**src/rtl/serial_rx_pkg.sv**
```systemverilog
package serial_rx_pkg;

  typedef enum logic [1:0] {
    RXM_NORMAL   = 2'd0,
    RXM_NETWORK  = 2'd1,
    RXM_ONDEMAND = 2'd2,
    RXM_ALT      = 2'd3
  } rx_mode_e;

  typedef enum logic [1:0] {
    WL_8  = 2'd0,
    WL_12 = 2'd1,
    WL_16 = 2'd2,
    WL_24 = 2'd3
  } wlen_code_e;

  // number of bits in a word for a given length code
  function automatic int unsigned word_bits(input logic [1:0] code);
    case (code)
      WL_8:    return 8;
      WL_12:   return 12;
      WL_16:   return 16;
      default: return 24;
    endcase
  endfunction

  function automatic logic is_network(input logic [1:0] m);
    return (m == RXM_NETWORK);
  endfunction

endpackage

```
**src/rtl/serial_rx_frame_ctl.sv**
```systemverilog
module serial_rx_frame_ctl
  import serial_rx_pkg::*;
(
  input  logic       clk,
  input  logic       rst_n,
  input  logic       bit_tick,
  input  logic       fsync,
  input  logic       rx_en,
  input  logic [1:0] mode,
  input  logic       busy,
  output logic       word_start,
  output logic       net_run
);

  logic net_mode;
  logic norm_go;
  logic net_go;

  assign net_mode = is_network(mode);

  // normal / on-demand: every word needs its own frame sync and the enable
  assign norm_go = !net_mode && fsync && rx_en;
  // network: a frame sync opens the frame, then words run back-to-back
  assign net_go  = net_mode && rx_en && (fsync || net_run);

  assign word_start = bit_tick && !busy && (norm_go || net_go);

  always_ff @(posedge clk or negedge rst_n) begin
    if (!rst_n) begin
      net_run <= 1'b0;
    end else if (!net_mode || !rx_en) begin
      net_run <= 1'b0;
    end else if (bit_tick && fsync) begin
      net_run <= 1'b1;
    end
  end

endmodule

```
**src/rtl/serial_rx_shift.sv**
```systemverilog
module serial_rx_shift
  import serial_rx_pkg::*;
#(
  parameter int unsigned DATA_W = 24,
  localparam int unsigned CNT_W = $clog2(DATA_W + 1)
) (
  input  logic              clk,
  input  logic              rst_n,
  input  logic              bit_tick,
  input  logic              sdata,
  input  logic              word_start,
  input  logic [1:0]        wlen,
  output logic              busy,
  output logic              word_done,
  output logic [DATA_W-1:0] word_out
);

  logic [DATA_W-1:0] acc_q;
  logic [DATA_W-1:0] acc_nx;
  logic [CNT_W-1:0]  cnt_q;
  logic [CNT_W-1:0]  cnt_nx;
  logic [CNT_W-1:0]  len_q;

  function automatic logic [CNT_W-1:0] len_of(input logic [1:0] code);
    return CNT_W'(word_bits(code));
  endfunction

  // place the n received bits at the top of the register
  function automatic logic [DATA_W-1:0] justify(input logic [DATA_W-1:0] a,
                                                input logic [CNT_W-1:0]  n);
    logic [CNT_W-1:0] sh;
    sh = CNT_W'(DATA_W) - n;
    return a << sh;
  endfunction

  assign acc_nx    = {acc_q[DATA_W-2:0], sdata};
  assign cnt_nx    = cnt_q + 1'b1;
  assign word_done = busy && bit_tick && (cnt_nx == len_q);
  assign word_out  = justify(acc_nx, len_q);

  always_ff @(posedge clk or negedge rst_n) begin
    if (!rst_n) begin
      busy  <= 1'b0;
      acc_q <= '0;
      cnt_q <= '0;
      len_q <= len_of(WL_8);
    end else if (word_start) begin
      busy  <= 1'b1;
      acc_q <= {{(DATA_W-1){1'b0}}, sdata};
      cnt_q <= CNT_W'(1);
      len_q <= len_of(wlen);
    end else if (busy && bit_tick) begin
      acc_q <= acc_nx;
      cnt_q <= cnt_nx;
      if (word_done) busy <= 1'b0;
    end
  end

endmodule

```
**src/rtl/serial_rx_hold.sv**
```systemverilog
module serial_rx_hold #(
  parameter int unsigned DATA_W = 24
) (
  input  logic              clk,
  input  logic              rst_n,
  input  logic              word_done,
  input  logic [DATA_W-1:0] word_in,
  input  logic              host_rd,
  output logic [DATA_W-1:0] rx_data,
  output logic              rx_full,
  output logic              rx_ovr
);

  logic lost;
  assign lost = word_done && rx_full && !host_rd;

  always_ff @(posedge clk or negedge rst_n) begin
    if (!rst_n) begin
      rx_data <= '0;
      rx_full <= 1'b0;
      rx_ovr  <= 1'b0;
    end else begin
      if (word_done) rx_data <= word_in;
      if (word_done)    rx_full <= 1'b1;
      else if (host_rd) rx_full <= 1'b0;
      if (lost)         rx_ovr <= 1'b1;
      else if (host_rd) rx_ovr <= 1'b0;
    end
  end

endmodule

```
**src/rtl/serial_rx_gate.sv**
```systemverilog
module serial_rx_gate #(
  parameter int unsigned DATA_W = 24
) (
  input  logic              clk,
  input  logic              rst_n,
  input  logic              bit_tick,
  input  logic              sdata,
  input  logic              fsync,
  input  logic              rx_en,
  input  logic [1:0]        mode,
  input  logic [1:0]        wlen,
  input  logic              host_rd,
  output logic [DATA_W-1:0] rx_data,
  output logic              rx_full,
  output logic              rx_ovr
);

  // named internal events, observed by the checker
  logic              word_start;
  logic              word_done;
  logic              busy;
  logic              net_run;
  logic [DATA_W-1:0] word_bus;

  serial_rx_frame_ctl u_frame (
    .clk        (clk),
    .rst_n      (rst_n),
    .bit_tick   (bit_tick),
    .fsync      (fsync),
    .rx_en      (rx_en),
    .mode       (mode),
    .busy       (busy),
    .word_start (word_start),
    .net_run    (net_run)
  );

  serial_rx_shift #(.DATA_W(DATA_W)) u_shift (
    .clk        (clk),
    .rst_n      (rst_n),
    .bit_tick   (bit_tick),
    .sdata      (sdata),
    .word_start (word_start),
    .wlen       (wlen),
    .busy       (busy),
    .word_done  (word_done),
    .word_out   (word_bus)
  );

  serial_rx_hold #(.DATA_W(DATA_W)) u_hold (
    .clk       (clk),
    .rst_n     (rst_n),
    .word_done (word_done),
    .word_in   (word_bus),
    .host_rd   (host_rd),
    .rx_data   (rx_data),
    .rx_full   (rx_full),
    .rx_ovr    (rx_ovr)
  );

endmodule

```
**config.mk**
```make
export PLATFORM = sky130hd
export DESIGN_NAME = serial_rx_gate
export DESIGN_NICKNAME = d
export VERILOG_FILES = /design/src/rtl/serial_rx_pkg.sv /design/src/rtl/serial_rx_frame_ctl.sv /design/src/rtl/serial_rx_shift.sv /design/src/rtl/serial_rx_hold.sv /design/src/rtl/serial_rx_gate.sv
export SDC_FILE = /design/constraint.sdc
export NUM_CORES = 1
export LEC_CHECK = 0
export BUFFER_PORTS_ARGS = -buffer_cell sky130_fd_sc_hd__buf_2
export CORE_ASPECT_RATIO = 1.1
export CORE_MARGIN = 10
export CORE_UTILIZATION = 24
export CTS_CLUSTER_DIAMETER = 30
export DETAILED_ROUTE_END_ITERATION = 8
export PLACE_DENSITY_LB_ADDON = 0.05
export SETUP_SLACK_MARGIN = 0.4
export SLEW_MARGIN = 20
export SYNTH_ARGS = -nofsm -noshare
export SYNTH_HDL_FRONTEND = slang
export SYNTH_HIERARCHICAL = 1
export SYNTH_SLANG_ARGS = --single-unit
```
**constraint.sdc**
```tcl
create_clock -name clk -period 2.24 [get_ports clk]
set_input_delay 0.336 -clock clk [delete_from_list [all_inputs] [get_ports clk]]
set_output_delay 0.336 -clock clk [all_outputs]
set_load 0.1 [all_outputs]
```
==> flow_summary.ini, run 1 <==
[clocking]
hold_buffers = 0
cts_tree = yes
cts.clk_slew.worst_paths_ns = 0.05
cts_sinks = 59
htreeDepth = 3
clockRootBuffer = clkbuf_16
cts_buffers = 9
clk_latency_ns = 0.33
clockBufferDepth = 2

[hold_path]
hp-class = primary input to asynchronous set/reset pin

[synth]
ys_types = 40
syn_area_um2 = 3168
synth_seq_cells = 59
syn-num-nets = 323
syn_inst = 309
ys_seq_area_frac = 0.4664
avgSynthCellArea_um2 = 10.25
yosysWarnings = 6

[pwr]
p_comb_frac = 0.565
powerDensity_nw_per_um2 = 1693
switchingPower_w = 0.003348
pwr-share-clk = 0.181
swShare = 0.4629
seqPwrFrac = 0.254
power.leakage_nw = 1.975
p_int_w = 0.003884
power_w = 0.007232
irDropWorstVdd_v = 0.0004192

[route]
drtIter0Drc = 139
dr.pass1.iters = 4
avgViaCountPerCell = 4.683
drc = 0
drt-total-wl_um = 9319
drt-wirelength-per-cell_um = 17.68
drtAntennaViolNets = 0
vias = 2468

[sta]
tns_ns = 0
post-route-min-period_ns = 1.852
setup_viol = 0
worstMarginPinSlew_ns = 0.5152
finalHoldViolCount = 0
fmax_mhz = 539.9
fin_crit_sh = 0.8269
rsz0062_at_grt = true
final_max_slew_viol_count = 0
relSlewSlack = 0.6555
finClkSkew_ns = 0.005961

[die]
placementRows = 43
initial_core_util = 0.2485
die_area_um2 = 18200
io_pins = 37
die_y_um = 140.5
die_width_um = 129.5
core_area_um2 = 12750

[setup_path]
cp.arrival_ns = 2.07
cp-start-kind = flop
cp-end-kind = flop
worstSetupPathType = flop to flop
cp_max_fo = 15
required_ns = 2.46

[global_route]
grt.total_usage = 0.1050
grt_max_degree = 60
grt_overflow = 0
antenna_found_initial = 0
grt_pass1_vias = 2499
grt_pass1_wl_um = 14470

[cells_and_area]
diodes = 0
fin_nets = 380
areaGrowthSynthToFinish_pct = 34.83
layout-drive-gt1-share = 0.3568

[placement]
port_buffers = 36
dp_hpwl_um = 5932
gp_congestion = 0.7543

[outcome]
outcome = completed

[run]
cap_violations = 0
==> through the flow <==
stage	utilization	hold slack [ns]	worst slack [ns]	instances	instance area (um^2)
2_1_floorplan	-	0.04041	0.4180	309	3171
3_3_place_gp	0.2769	0.3839	0.08122	491	3531
3_5_place_dp	0.2769	0.3817	0.1178	491	3531
4_1_cts	0.3259	0.02103	0.3758	525	4155
5_1_grt	0.3350	0.02801	0.3108	527	4272
6_report	0.3350	0.002668	0.3878	527	4272
==> cells by family after synthesis <==
logic type | share of synthesized area
AO/OA/AOI/OAI | 0.1027
XOR/XNOR | 0.02962
AND/OR/NAND/NOR | 0.1540
adder cells (fa/ha/maj) | 0.01185
flip-flops | 0.4664
buffers and inverters | 0.04858
multiplexers | 0.1868
==> cells in the final DEF (no fill, tap or decap), drive strengths merged, types with 3 or more instances in the layout <==
| master | n |
|---|---|
| dfrtp | 58 |
| xnor2 | 6 |
| ha | 3 |
| nor2 | 17 |
| a31oi | 4 |
| nor3 | 7 |
| and2 | 6 |
| nor2b | 4 |
| a21oi | 27 |
| clkbuf | 14 |
| a211oi | 5 |
| a31o | 4 |
| inv | 4 |
| mux2 | 25 |
| buf | 65 |
| mux2i | 22 |
| nand3 | 6 |
| xor2 | 4 |
| a21o | 4 |
| o21ai | 8 |
| nand2 | 61 |
==> layout make-up <==
cell class	count	area [um^2]
well taps	157	196.4
flip-flops and latches	59	1480
multi-input cells	225	1727
repair buffers	67	573.1
inverters	4	15.01
fillers	1294	8479
clock buffers	13	270.3
clock inverters	2	10.01
==> worst max-delay path, cell delays in order, from the launching register on <==
cell,delay (ns)
dfrtp_2,0.44
buf_12,0.14
buf_4,0.13
buf_12,0.15
mux2i_1,0.33
nor3_1,0.09
a31o_1,0.20
mux2_2,0.25
==> repair_timing <==
item	4_1_cts	5_1_grt
setup buffers	15	1
cloned	4	1
hold endpoints to repair	0	0
pin swaps	7	14
setup endpoints to repair	26	24
gates resized for setup	23	15
==> synthesized netlist by cell type <==
| library cell | count | share of area |
|---|---|---|
| clkbuf_1 | 7 | 0.0083 |
| a21o_1 | 4 | 0.0095 |
| buf_6 | 1 | 0.0036 |
| xnor2_1 | 5 | 0.014 |
| nand4b_1 | 1 | 0.0028 |
| and2_0 | 1 | 0.0020 |
| xnor2_2 | 1 | 0.0051 |
| and4bb_2 | 1 | 0.0039 |
| a211oi_1 | 4 | 0.0095 |
| buf_1 | 1 | 0.0012 |
| dfrtp_1 | 58 | 0.46 |
| nand4_1 | 1 | 0.0020 |
| nand3b_1 | 2 | 0.0047 |
| a21oi_1 | 27 | 0.043 |
| o22a_1 | 2 | 0.0055 |
| dfstp_2 | 1 | 0.0083 |
| nand2b_1 | 1 | 0.0020 |
| mux2_2 | 7 | 0.025 |
| mux4_2 | 1 | 0.0071 |
| nor2b_1 | 4 | 0.0079 |
| xor2_1 | 2 | 0.0055 |
| mux2i_1 | 22 | 0.070 |
| a31o_1 | 4 | 0.011 |
| a211oi_2 | 1 | 0.0039 |
| nand3_1 | 6 | 0.0095 |
| nand2_1 | 61 | 0.072 |
| nor2_1 | 17 | 0.020 |
| buf_12 | 2 | 0.013 |
| buf_2 | 10 | 0.016 |
| and3_1 | 1 | 0.0020 |
| nor3_1 | 7 | 0.011 |
| o21ai_0 | 8 | 0.013 |
| or3_1 | 2 | 0.0039 |
| ha_1 | 3 | 0.012 |
| xor2_2 | 1 | 0.0051 |
| inv_1 | 4 | 0.0047 |
| and2_1 | 5 | 0.0099 |
| buf_4 | 1 | 0.0024 |
| a31oi_1 | 4 | 0.0079 |
| mux2_4 | 18 | 0.085 |
==> worst paths after layout <==
path	endpoint	slack, ns	start	cells past startpoint
setup / recovery	u_hold/rx_data[20]$_DFFE_PN0P_	0.39	u_shift/len_q[2]$_DFFE_PN0P_	7
hold / removal	u_hold/rx_data[1]$_DFFE_PN0P_	0.003	rst_n	2
setup reg to reg	u_hold/rx_data[20]$_DFFE_PN0P_	0.39	u_shift/len_q[2]$_DFFE_PN0P_	7
hold reg to reg	u_hold/rx_ovr$_DFFE_PN0P_	0.49	u_hold/rx_ovr$_DFFE_PN0P_	2
max in group asynchronous	u_shift/len_q[3]$_DFFE_PN1P_	1.93	rst_n	2
min in group clk	u_hold/rx_ovr$_DFFE_PN0P_	0.17	host_rd	2
==> routing by layer <==
metal	global-route usage	vias up	routed length [um]
met2	0.1601	51	4316
met5	0	-	0
met3	0.02982	14	371
met1	0.1317	1226	4385
met4	0.05391	0	246
li1	-	1177	-
==> sequential cells by signal (all words and copies together) (netlist names) <==
name             cells
u_hold/rx_full       1
u_hold/rx_data      24
u_shift/len_q        3
u_frame/net_run      1
u_hold/rx_ovr        1
u_shift/cnt_q        5
u_shift/busy         1
u_shift/acc_q       23
==> power by group through the flow <==
stage / sequential [W] / combinational [W] / clock [W]
2_1_floorplan: 0.00259 / 0.00176 / 0
3_3_place_gp: 0.00184 / 0.00332 / 0
3_5_place_dp: 0.00183 / 0.00331 / 0
4_1_cts: 0.00183 / 0.00395 / 0.00135
5_1_grt: 0.00190 / 0.00438 / 0.00140
6_report: 0.00184 / 0.00408 / 0.00131
(Power assumes the default switching activity.)
==> run 2: changes to the inputs <==
--- a/config.mk
+++ b/config.mk
@@ -5,6 +5,7 @@
 export SDC_FILE = /design/constraint.sdc
 export NUM_CORES = 1
 export LEC_CHECK = 0
+export ABC_AREA = 1
 export BUFFER_PORTS_ARGS = -buffer_cell sky130_fd_sc_hd__buf_2
 export CORE_ASPECT_RATIO = 1.1
 export CORE_MARGIN = 10
==> constraint.sdc (replaced) <==
create_clock -name clk -period 1.5 [get_ports clk]
set_input_delay 0.225 -clock clk [delete_from_list [all_inputs] [get_ports clk]]
set_output_delay 0.225 -clock clk [all_outputs]
set_load 0.1 [all_outputs]
==> flow_summary.ini, run 2 <==
[setup_path]
r2r_start = u_shift/cnt_q[1]$_DFFE_PN0P_
worstSetupPathType = flop to flop
reg2reg_to = u_hold/rx_data[11]$_DFFE_PN0P_
cp-end-kind = flop
cp_max_fo = 25
reg2reg_depth = 11
r2r_setup_slack_ns = -0.15
required_ns = 1.72
cp-start-kind = flop
cp.arrival_ns = 1.87

[sta]
fin_crit_sh = 1.098
post-route-min-period_ns = 1.647
rsz0062_at_grt = true
finalHoldViolCount = 0
worstMarginPinSlew_ns = 0.3321
final_max_slew_viol_count = 0
finClkSkew_ns = 0.005406
fmax_mhz = 607.0
worst_slack_ns = -0.1475
relSlewSlack = 0.7786
setup_viol = 27

[synth]
yosysTopAreaCell = dfrtp_1
synth_edf_count = 0
yosysWarnings = 6
synth_seq_cells = 59
syn_area_um2 = 3009
synth.top_cell.area_share = 0.4823
synth_most_common_cell = nand2_1
ys.flop_type = dfrtp_1
ys_seq_area_frac = 0.4911
async_flop_share = 1.000
avgSynthCellArea_um2 = 8.089
syn_inst = 372
ys_types = 28
ys_top_cells_by_count = nand2_1, dfrtp_1, inv_1, o21ai_1, o22ai_1
syn-num-nets = 386
synth_area_leaders = dfrtp_1, nand2_1, o22ai_1

[pwr]
switchingPower_w = 0.005094
p_int_w = 0.006521
swShare = 0.4386
seqPwrFrac = 0.217
p_comb_frac = 0.599
pwr-share-clk = 0.184
irDropWorstVdd_v = 0.001071
powerDensity_nw_per_um2 = 2302
power_w = 0.01161
power.leakage_nw = 2.274

[placement]
dp.cells = 575
gp_congestion = 0.7105
dp_hpwl_um = 6225
port_buffers = 36

[global_route]
grt_overflow = 0
use_met2 = 0.1857
grt_max_degree = 60
grt_pass1_vias = 2920
antenna_found_initial = 0
use_met1 = 0.1356
grt.total_usage = 0.1143
grt_pass1_wl_um = 15640
met3_usage = 0.02730
grt.busiest_layer = met2

[route]
drt-total-wl_um = 9289
dr.pass1.iters = 5
drtAntennaViolNets = 0
drt-wirelength-per-cell_um = 15.03
avgViaCountPerCell = 4.523
drc = 0
drtIter0Drc = 139
vias = 2795

[cells_and_area]
fin_nets = 473
reg_top3 = u_hold/rx_data x24, u_shift/acc_q x23, u_shift/cnt_q x5
layout.cells.most_common = nand2_1
areaGrowthSynthToFinish_pct = 67.69
diodes = 0
layout-drive-gt1-share = 0.4569
layout_common_cells = nand2_1, buf_12, inv_1, dfrtp_1, buf_4
largest_register_ffs = 24
stdcell_count = 618
final_util = 0.4157
top_register = u_hold/rx_data

[run]
cap_violations = 0

[outcome]
violations = negative setup slack
outcome = finished, violations left

[die]
die_width_um = 126.8
die_y_um = 137.4
die_area_um2 = 17420
placementRows = 42
io_pins = 37
core_area_um2 = 12140
initial_core_util = 0.2479

[clocking]
cts_sinks = 59
clockRootBuffer = clkbuf_16
cts_tree = yes
clockBufferDepth = 2
clk_latency_ns = 0.34
cts_buffers = 9
cts.clk_slew.worst_paths_ns = 0.05
htreeDepth = 3

[hold_path]
hp-start = wlen[1]
worstHoldEndpoint = u_shift/len_q[4]$_DFFE_PN0P_
hp-class = primary input to flop
hold_path_depth = 3
==> run 2: power groups by stage <==
stage / Combinational, W / Sequential [W] / Clock (W)
2_1_floorplan: 0.00272 / 0.00338 / 0
3_3_place_gp: 0.00537 / 0.00245 / 0
3_5_place_dp: 0.00534 / 0.00245 / 0
4_1_cts: 0.00667 / 0.00249 / 0.00221
5_1_grt: 0.00760 / 0.00259 / 0.00230
6_report: 0.00696 / 0.00252 / 0.00214
==> run 2: how the worst max path moves through the flow <==
stage,from,to,slack [ns],cells after the start
finish,u_shift/cnt_q[1]$_DFFE_PN0P_,u_hold/rx_data[11]$_DFFE_PN0P_,-0.15,11
global route,u_shift/cnt_q[1]$_DFFE_PN0P_,u_hold/rx_data[10]$_DFFE_PN0P_,-0.28,11
CTS,u_shift/cnt_q[0]$_DFFE_PN0P_,u_hold/rx_data[20]$_DFFE_PN0P_,-0.12,12
detailed placement,u_shift/cnt_q[1]$_DFFE_PN0P_,u_hold/rx_data[10]$_DFFE_PN0P_,-0.17,12
global placement,u_shift/cnt_q[1]$_DFFE_PN0P_,u_hold/rx_data[23]$_DFFE_PN0P_,-0.17,12
floorplan,u_shift/cnt_q[0]$_DFFE_PN0P_,u_hold/rx_data[10]$_DFFE_PN0P_,-0.09,14
==> run 2: routing by layer <==
metal	vias up	part of all wire
met1	1335	0.44
met2	46	0.50
li1	1398	-
met3	16	0.038
met5	-	0
met4	0	0.020
==> run 2: worst max-delay path, cell delays in order, from the launching register on <==
cell and delay (ns):
dfrtp_1 0.39, buf_4 0.15, ha_1 0.14, nand2_1 0.06, nand3b_1 0.14, nor2_1 0.11
nand2_1 0.10, inv_2 0.10, buf_12 0.15, inv_12 0.07, nand2_1 0.08, nand2_2 0.04
==> run 2: layout make-up <==
class | count | area (um^2)
clock buffers | 12 | 266.5
clock inverters | 4 | 47.55
fillers | 1194 | 7093
inverters | 42 | 175.2
multi-input cells | 252 | 1546
flip-flops and latches | 59 | 1510
well taps | 154 | 192.7
repair buffers | 95 | 1308
==> run 2: logic make-up (layout without fill, tap and decap cells) <==
group	Yosys count	count (layout)	synth area share
XOR/XNOR	1	1	0.005407
buffers and inverters	61	153	0.1056
AO/OA/AOI/OAI	86	86	0.1651
adder cells (fa/ha/maj)	3	3	0.01248
AND/OR/NAND/NOR	162	162	0.2204
flip-flops	59	59	0.4911
==> run 2: repair_timing <==
action	4_1_cts	5_1_grt
cloned	6	0
pin swaps	8	8
hold buffers	1	0
resized for setup	151	38
buffers inserted	19	1
endpoints found under the setup margin	84	84
endpoints found under the hold margin	58	0
==> run 2: stage by stage <==
stage | cell area, um^2 | hold slack (ns) | TNS [ns] | setup WS, ns
6_report | 5046 | 0.1324 | -3.334 | -0.1475
3_5_place_dp | 3617 | 0.2664 | -4.033 | -0.1706
4_1_cts | 4857 | 0.1248 | -2.888 | -0.1215
3_3_place_gp | 3617 | 0.2670 | -3.730 | -0.1664
5_1_grt | 5046 | 0.1372 | -6.776 | -0.2787
2_1_floorplan | 3062 | -0.07059 | -1.825 | -0.09056
